File: src/rtl/dbg_pkg.sv
package dbg_pkg;

    typedef enum logic [1:0] {
        DU_IDLE,
        DU_COUNT,
        DU_HELD
    } du_state_e;

    // Switch word, bit 0 at the bottom.
    typedef struct packed {
        logic swap_b;    // 8
        logic swap_a;    // 7
        logic dual_a;    // 6
        logic src_fall;  // 5
        logic src_rise;  // 4
        logic inv_fall;  // 3
        logic inv_rise;  // 2
        logic dly_b;     // 1
        logic dly_a;     // 0
    } sw_t;

    localparam int SW_W = $bits(sw_t);

endpackage

File: src/rtl/dbg_delay_unit.sv
module dbg_delay_unit
    import dbg_pkg::*;
#(
    parameter int CNT_W = 14
) (
    input  logic             clk,
    input  logic             rst_n,
    input  logic             hold_lvl,
    input  logic [CNT_W-1:0] dly_cnt,
    output logic             held
);

    du_state_e        state_q, state_d;
    logic [CNT_W-1:0] cnt_q, cnt_d;

    // State register
    always_ff @(posedge clk or negedge rst_n) begin
        if (!rst_n) begin
            state_q <= DU_IDLE;
            cnt_q   <= '0;
        end else begin
            state_q <= state_d;
            cnt_q   <= cnt_d;
        end
    end

    // Next state
    always_comb begin
        state_d = state_q;
        cnt_d   = cnt_q;
        unique case (state_q)
            DU_IDLE: begin
                if (hold_lvl) begin
                    if (dly_cnt == '0) begin
                        state_d = DU_HELD;
                    end else begin
                        state_d = DU_COUNT;
                        cnt_d   = CNT_W'(1);
                    end
                end
            end
            DU_COUNT: begin
                if (!hold_lvl) begin
                    state_d = DU_IDLE;
                    cnt_d   = '0;
                end else if (cnt_q >= dly_cnt) begin
                    state_d = DU_HELD;
                    cnt_d   = '0;
                end else begin
                    cnt_d = cnt_q + CNT_W'(1);
                end
            end
            DU_HELD: begin
                if (!hold_lvl) begin
                    state_d = DU_IDLE;
                end
            end
            default: begin
                state_d = DU_IDLE;
                cnt_d   = '0;
            end
        endcase
    end

    // Output
    always_comb begin
        held = (state_q == DU_HELD);
    end

endmodule

File: src/rtl/dbg_cfg_regs.sv
module dbg_cfg_regs
    import dbg_pkg::*;
#(
    parameter int CNT_W  = 14,
    parameter int ADDR_W = 2
) (
    input  logic              clk,
    input  logic              rst_n,
    input  logic              we,
    input  logic [ADDR_W-1:0] addr,
    input  logic [CNT_W-1:0]  wdata,
    output sw_t               sw,
    output logic [CNT_W-1:0]  rise_cnt,
    output logic [CNT_W-1:0]  fall_cnt
);

    localparam logic [ADDR_W-1:0] ADR_SW   = ADDR_W'(0);
    localparam logic [ADDR_W-1:0] ADR_RISE = ADDR_W'(1);
    localparam logic [ADDR_W-1:0] ADR_FALL = ADDR_W'(2);

    always_ff @(posedge clk or negedge rst_n) begin
        if (!rst_n) begin
            sw       <= '0;
            rise_cnt <= '0;
            fall_cnt <= '0;
        end else if (we) begin
            if (addr == ADR_SW) begin
                sw <= sw_t'(wdata[SW_W-1:0]);
            end else if (addr == ADR_RISE) begin
                rise_cnt <= wdata;
            end else if (addr == ADR_FALL) begin
                fall_cnt <= wdata;
            end
        end
    end

endmodule

File: src/rtl/dbg_route.sv
module dbg_route
    import dbg_pkg::*;
(
    input  sw_t  sw,
    input  logic rise_on,
    input  logic fall_held,
    input  logic a_q,
    input  logic b_q,
    output logic out_a,
    output logic out_b
);

    logic rise_path, fall_path, dly_a, dly_b, ch_a, ch_b;

    always_comb begin
        rise_path = rise_on ^ sw.inv_rise;
        fall_path = ~fall_held ^ sw.inv_fall;
        dly_a     = sw.dual_a ? fall_path : rise_path;
        dly_b     = sw.dual_a ? rise_path : fall_path;
        ch_a      = sw.dly_a ? dly_a : a_q;
        ch_b      = sw.dly_b ? dly_b : b_q;
        out_a     = sw.swap_a ? ch_b : ch_a;
        out_b     = sw.swap_b ? ch_a : ch_b;
    end

endmodule

File: src/rtl/deadband_gen.sv
module deadband_gen
    import dbg_pkg::*;
#(
    parameter int CNT_W  = 14,
    parameter int ADDR_W = 2
) (
    input  logic              clk,
    input  logic              rst_n,
    input  logic              cfg_we,
    input  logic [ADDR_W-1:0] cfg_addr,
    input  logic [CNT_W-1:0]  cfg_wdata,
    input  logic              pwm_a_in,
    input  logic              pwm_b_in,
    output logic              pwm_a_out,
    output logic              pwm_b_out
);

    localparam int N_PATH = 2;

    sw_t              sw_q;
    logic [CNT_W-1:0] rise_cnt_q, fall_cnt_q;
    logic             a_q, b_q;
    logic             rise_src, fall_src, rise_on, fall_held;
    logic [N_PATH-1:0] path_lvl, path_held;
    logic [CNT_W-1:0]  path_cnt [N_PATH];

    dbg_cfg_regs #(.CNT_W(CNT_W), .ADDR_W(ADDR_W)) u_regs (
        .clk      (clk),
        .rst_n    (rst_n),
        .we       (cfg_we),
        .addr     (cfg_addr),
        .wdata    (cfg_wdata),
        .sw       (sw_q),
        .rise_cnt (rise_cnt_q),
        .fall_cnt (fall_cnt_q)
    );

    always_ff @(posedge clk or negedge rst_n) begin
        if (!rst_n) begin
            a_q <= 1'b0;
            b_q <= 1'b0;
        end else begin
            a_q <= pwm_a_in;
            b_q <= pwm_b_in;
        end
    end

    always_comb begin
        rise_src    = sw_q.src_rise ? pwm_b_in : pwm_a_in;
        fall_src    = sw_q.dual_a ? rise_on : (sw_q.src_fall ? pwm_b_in : pwm_a_in);
        path_lvl[0] = rise_src;
        path_lvl[1] = ~fall_src;
        path_cnt[0] = rise_cnt_q;
        path_cnt[1] = fall_cnt_q;
        rise_on     = path_held[0];
        fall_held   = path_held[1];
    end

    for (genvar p = 0; p < N_PATH; p++) begin : g_path
        dbg_delay_unit #(.CNT_W(CNT_W)) u_du (
            .clk      (clk),
            .rst_n    (rst_n),
            .hold_lvl (path_lvl[p]),
            .dly_cnt  (path_cnt[p]),
            .held     (path_held[p])
        );
    end

    dbg_route u_route (
        .sw        (sw_q),
        .rise_on   (rise_on),
        .fall_held (fall_held),
        .a_q       (a_q),
        .b_q       (b_q),
        .out_a     (pwm_a_out),
        .out_b     (pwm_b_out)
    );

endmodule

File: config.mk
export PLATFORM = sky130hd
export DESIGN_NAME = deadband_gen
export DESIGN_NICKNAME = d
export VERILOG_FILES = /design/src/rtl/dbg_pkg.sv /design/src/rtl/dbg_delay_unit.sv /design/src/rtl/dbg_cfg_regs.sv /design/src/rtl/dbg_route.sv /design/src/rtl/deadband_gen.sv
export SDC_FILE = /design/constraint.sdc
export NUM_CORES = 1
export LEC_CHECK = 0
export BUFFER_PORTS_ARGS = -buffer_cell sky130_fd_sc_hd__buf_2
export CAP_MARGIN = 15
export CORE_ASPECT_RATIO = 1.75
export CORE_MARGIN = 5
export CORE_UTILIZATION = 25
export DETAILED_ROUTE_END_ITERATION = 8
export HOLD_SLACK_MARGIN = 0.08
export PLACE_DENSITY_LB_ADDON = 0.2
export SETUP_SLACK_MARGIN = 0.5
export SLEW_MARGIN = 20
export SYNTH_ARGS = -nofsm -noshare
export SYNTH_HDL_FRONTEND = slang
export SYNTH_HIERARCHICAL = 1
export SYNTH_SLANG_ARGS = --single-unit
export TNS_END_PERCENT = 30
File: constraint.sdc
create_clock -name clk -period 3.3 [get_ports clk]
set_clock_uncertainty 0.15 [all_clocks]
set_input_delay 0.165 -clock clk [delete_from_list [all_inputs] [get_ports clk]]
set_output_delay 0.165 -clock clk [all_outputs]
set_load 0.03 [all_outputs]
=== After elaboration in Yosys (flattened, before gate mapping) ===
Index checks and enable logic that the tools add are counted.
W data, S select, Z words.

* Input port bits: 21
* Register bits after elaboration: 71
* Memories: 0
* RAM bits: 0
* Output and inout port bits: 2
* Word-level logic and storage cells: 84
* Bits in read-only memories: 0
* Latch bits: 0

* Div/mod/pow operators: 0
* Shift-type cells: 0
* Order comparisons: 2
* Bitwise logic cells: 6
* Equality and inequality tests: 14
* Multiply operators: 0
* $add $sub $neg: 2
* Reductions and logical operators: 12
* Multiplexer cells: 31

{| class="wikitable"
|+ Operators by type and width
! kind !! number
|-
| $mux W14 || 8
|-
| $pmux W14 S3 || 2
|-
| $add A14 B1 Y14 const B || 2
|-
| $ge A14 B14 Y1 || 2
|-
| $logic_not A14 Y1 || 2
|-
| $mux W2 || 10
|-
| $reduce_and A3 Y1 || 5
|-
| $pmux W2 S3 || 2
|-
| $ne A2 B2 Y1 const B || 5
|-
| $mux W1 || 9
|-
| $eq A2 B1 Y1 const B || 3
|-
| $eq A2 B2 Y1 const B || 3
|-
| $logic_not A2 Y1 || 3
|-
| $not A1 Y1 || 4
|-
| $reduce_and A4 Y1 || 1
|-
| $ne A3 B2 Y1 const B || 1
|-
| $ne A3 B3 Y1 const B || 1
|-
| $ne A2 B1 Y1 const B || 1
|-
| $reduce_and A2 Y1 || 1
|-
| $xor A1 B1 Y1 || 2
|}

=== Depth between registers and ports, before layout ===
* Depth after elaboration: 6
* Mapped depth: 8
* Mapped depth without buffers: 7

=== By module ===
The synthesis kept the hierarchy.

{| class="wikitable"
|+ By module, submodules not included
! module !! area each (um^2) !! times used !! seq. area each (um^2) !! cells each
|-
| dbg_delay_unit || 1403.8 || 2 || 400.4 || 159
|-
| dbg_cfg_regs || 1503.9 || 1 || 925.9 || 80
|-
| dbg_route || 83.8 || 1 || 0.0 || 13
|-
| deadband_gen || 82.6 || 1 || 50.0 || 5
|}

=== Worst setup path before layout ===
No wires, ideal clock.

* Kind: reg-to-output
* Start: register g_path[1].u_du.state_q[0]
* End: output pwm_a_out
* Buffers on the path: 0
* Data arrival time: 1758 ps
* Stages on the path, launching flop included: 6
* Data required time: 2985 ps
* Setup slack: 1227 ps
* Path through: dfrtp_1 nor2b_1 xnor2_1 nand2_1 o211a_1 o32ai_1

* Longest elaborated chain between the ends: 6
* Elaborated cells on any way between the ends: 8
* Those cells by class: eq/ne (1); mux (5); bitwise (2)

{| class="wikitable"
|+ Ends and longest elaborated chain
! item !! line !! text
|-
| start: declaration || dbg_delay_unit.sv:13 || <nowiki>du_state_e state_q, state_d;</nowiki>
|-
| start signal: assignment || dbg_delay_unit.sv:22 || <nowiki>state_q <= state_d;</nowiki>
|-
| $eq A2 B2 Y1 (*) || dbg_delay_unit.sv:67 || <nowiki>held = (state_q == DU_HELD);</nowiki>
|-
| via fall_held || deadband_gen.sv:23 || <nowiki>logic rise_src, fall_src, rise_on, fall_held;</nowiki>
|-
| $not A1 Y1 (no line) (*) || -- ||
|-
| $xor A1 B1 Y1 (*) || dbg_route.sv:17 || <nowiki>fall_path = ~fall_held ^ sw.inv_fall;</nowiki>
|-
| $mux W1 (on tied branches) || dbg_route.sv:18, dbg_route.sv:19 ||
|-
| $mux W1 (on tied branches) || dbg_route.sv:20, dbg_route.sv:21 ||
|-
| $mux W1 (*) || dbg_route.sv:22 || <nowiki>out_a = sw.swap_a ? ch_b : ch_a;</nowiki>
|-
| end: declaration || deadband_gen.sv:14 || <nowiki>output logic pwm_a_out,</nowiki>
|}

Mark *: on every way through the listed nets, which the timed path passes. The rest lies on a longest branch.

=== Final worst setup path ===
* Start: input pwm_b_in
* End: register g_path[1].u_du.state_q[1]

* Longest elaborated chain between the ends: 4
* Elaborated cells on any way between the ends: 8
* Those cells by class: eq/ne (3); mux (4); reduce/logical (1)

{| class="wikitable"
|+ Ends and longest elaborated chain
! item !! line !! text
|-
| start: declaration || deadband_gen.sv:13 || <nowiki>input logic pwm_b_in,</nowiki>
|-
| $mux W1 (*) (2 in series) || deadband_gen.sv:50 || <nowiki>fall_src = sw_q.dual_a ? rise_on : (sw_q.src_fall ? pwm_b_in : pwm_a_in);</nowiki>
|-
| $ne A3 B2 Y1 (no line), or another cell as far along || -- ||
|-
| $reduce_and A3 Y1 (no line) or $pmux W2 S3 (tied branches) || -- ||
|}

Every way passes the cells marked *; elsewhere a longest branch is shown, timed or not.
A chain may end at the register's enable or synchronous reset.

==> impl_metrics.ini <==
[die]
die_x_um = 111.2
dieArea_sq_um = 20790
start_util_pct = 25.54
core-area_sq_um = 17540
io-pin-count = 23
die_y_um = 187.1
rows = 64

[global_routing]
overflow = 0
grt_pass1_wl_um = 18660
grt_max_degree = 72
grt_pass1_vias = 3569
antenna_found_initial = 0
track_usage_pct = 11.10

[clock_tree]
clockBufferDepth = 2
cts_tree = built
cts-root-buf = clkbuf_16
cts_setup_buffers = 0
cts_max_level = 3
clkTransAtPathRegs_ns = 0.06
numCtsBuffers = 9
clk_latency_ns = 0.34
holdBufCountCts = 17
cts_sinks = 71
cts-resized-gates = 0

[yosys]
async_reset_ff_share_pct = 100.0
ys.flop_type = dfrtp_1
ys_seq_area_share_pct = 39.68
synth_xor_area_share_pct = 0.3912
yosys_warnings = 6
ys_types = 52
synthCells = 416
synth_area_per_cell_sq_um = 10.76
synth_compound_area_share_pct = 15.37
syn_nets = 467
ys_seq_elements = 71
synth_top_family_by_area = simple AND/OR/NAND/NOR gates
synth-simple-area-share_pct = 17.38
synth_edf_count = 0
muxShareOfSynthArea_pct = 11.71
synth_area_sq_um = 4478
yosys.area_share.adder_pct = 8.382

[route]
wire_per_inst_um = 16.20
drc = 0
first_iter_violations = 85
drt-total-wl_um = 11230
ant_nets = 0
route.vias.total = 3336
viasPerCell = 4.814
first_pass_iters = 6

[setup_path]
cp_top_family = compound AO/OA/AOI/OAI gates
cp.arrival_ns = 2.62
cp.buffers_inverters = 2
cp.required_ns = 3.38
end_kind = flip-flop
cp-start-kind = input pin
worst-setup-path-type = in2reg
max_stage_delay_ns = 0.52
crit_chain = dlygate4sd3_1 -> buf_2 -> mux2_1 -> mux2i_1 -> nor2b_2 -> nand3b_1 -> a211oi_4 -> nand2_4 -> a32o_1
cp_slowest_cell = dlygate4sd3_1
crit_fanout = 13

[layout]
diodes = 0
drive_gt1_share_pct = 26.19
final_util_pct = 29.89
area_growth_pct = 17.04
nets = 508
fin_area_sq_um = 5241
stdcell_count = 693

[run_status]
status = complete, no violations

[sta]
maxSlewViolCount = 0
finalSetupViolCount = 0
setup-tns-final_ns = 0
rsz0062_at_grt = no
worstMarginPinSlew_ns = 0.9764
relSlewSlack_pct = 34.90
post-route-period-util_pct = 77.04
fmax_mhz = 393.4
finalCriticalPeriod_ns = 2.542
finalHoldViolCount = 0

[power_and_ir_drop]
finalPower_mw = 3.007
p_leak_nw = 2.252
peakVddDrop_mv = 0.2770
pwr_density_cell_nw_per_um2 = 573.8

[placement]
gp_congestion = 0.8093
portBuffers = 22
place_inst = 660
placed_cell_area_sq_um = 4791
dp_hpwl_um = 8594

[min_path]
hold_class = in2reg

[run]
maxCapViolCount = 0
sequential cells by signal, summed over array words and instances (netlist names):
register and flops:
a_q 1, b_q 1, g_path.u_du/cnt_q 28, g_path.u_du/state_q 4, u_regs/fall_cnt 14, u_regs/rise_cnt 14
u_regs/sw 9
metrics by stage:
stage,setup slack [ns],hold slack [ns]
6_report,0.7578,0.1997
5_1_grt,0.6053,0.2100
4_1_cts,0.7149,0.1974
3_5_place_dp,0.8567,0.1717
3_3_place_gp,0.8967,0.1720
2_1_floorplan,1.227,-0.2806
logic make-up after synthesis:
| family | count (synthesis) |
|---|---|
| xor gates and xnor gates | 2 |
| muxes | 40 |
| adders and majority gates | 30 |
| buffers and inverters | 66 |
| AOI/OAI and AO/OA | 80 |
| and+or+nand+nor | 127 |
| DFF | 71 |
layout by cell type, fill, tap and decap left out, types with 12 or more instances in the layout:
master,netlist,routed
dfrtp_1,71,71
inv_1,53,53
ha_1,30,30
nand2_1,26,26
buf_2,2,21
mux2_4,20,20
mux2_2,18,18
nand3_1,18,18
nand4_1,18,18
nor2_1,18,18
dlygate4sd3_1,0,17
a31oi_1,14,14
o22ai_1,12,12
routing by layer:
| metal | global-route usage [%] | wire (um) |
|---|---|---|
| met5 | 0 | 0 |
| met4 | 3.981 | 221 |
| met3 | 2.169 | 255 |
| met2 | 21.34 | 6344 |
| met1 | 11.78 | 4408 |
cell type report:
cell class / count / area, sq um
multi-input combinational: 279 / 2384
tap: 231 / 289.0
sequential: 71 / 1777
inverter: 53 / 198.9
fill: 1820 / 12300
timing repair buffer: 43 / 312.8
clock buffer: 9 / 225.2
clock inverter: 7 / 55.05
final timing paths:
path	cells past startpoint	slack, ns	endpoint	from
max in group asynchronous	2	1.97	g_path[0].u_du/cnt_q[4]$_DFFE_PN0P_	rst_n
min in group asynchronous	2	0.37	g_path[1].u_du/cnt_q[8]$_DFFE_PN0P_	rst_n
setup / recovery	9	0.76	g_path[1].u_du/state_q[1]$_DFFE_PN0P_	pwm_b_in
hold / removal	3	0.20	u_regs/sw[0]$_DFFE_PN0P_	cfg_addr[1]
hold reg to reg	1	0.38	u_regs/sw[8]$_DFFE_PN0P_	u_regs/sw[8]$_DFFE_PN0P_
setup reg to reg	7	0.85	g_path[1].u_du/state_q[1]$_DFFE_PN0P_	u_regs/sw[5]$_DFFE_PN0P_
worst reg2reg max path, cell delays in order (launching register included):
cell and delay [ns]:
dfrtp_1 0.38, mux2_1 0.32, mux2i_1 0.24, nor2b_2 0.21
nand3b_1 0.12, a211oi_4 0.40, nand2_4 0.23, a32o_1 0.30
power by group:
group / internal (mW) / switching (mW)
clock: 0.517 / 0.414
sequential: 1.01 / 0.168
combinational: 0.398 / 0.502
total: 1.92 / 1.08
synthesized netlist by cell type (all sizes together), types with 4 or more instances:
library cell,count,area share [%]
nand2,28,2.7
buf,13,2.7
nor2,20,1.8
nand2b,6,0.84
o211ai,6,1.5
ha,30,8.4
nor3,4,0.45
nand3b,4,1.2
o311ai,4,1.1
nor2b,4,0.67
mux2,39,11
nand4,18,2.5
inv,53,4.4
nor4,8,2.2
or4,4,0.67
dfrtp,71,40
nand3,20,2.5
a21oi,10,1.6
o21ai,10,1.1
a31oi,14,2.0
a32o,4,0.89
o22ai,16,2.8
a211oi,4,1.5
Note: power is estimated with default switching activity, not from simulation.
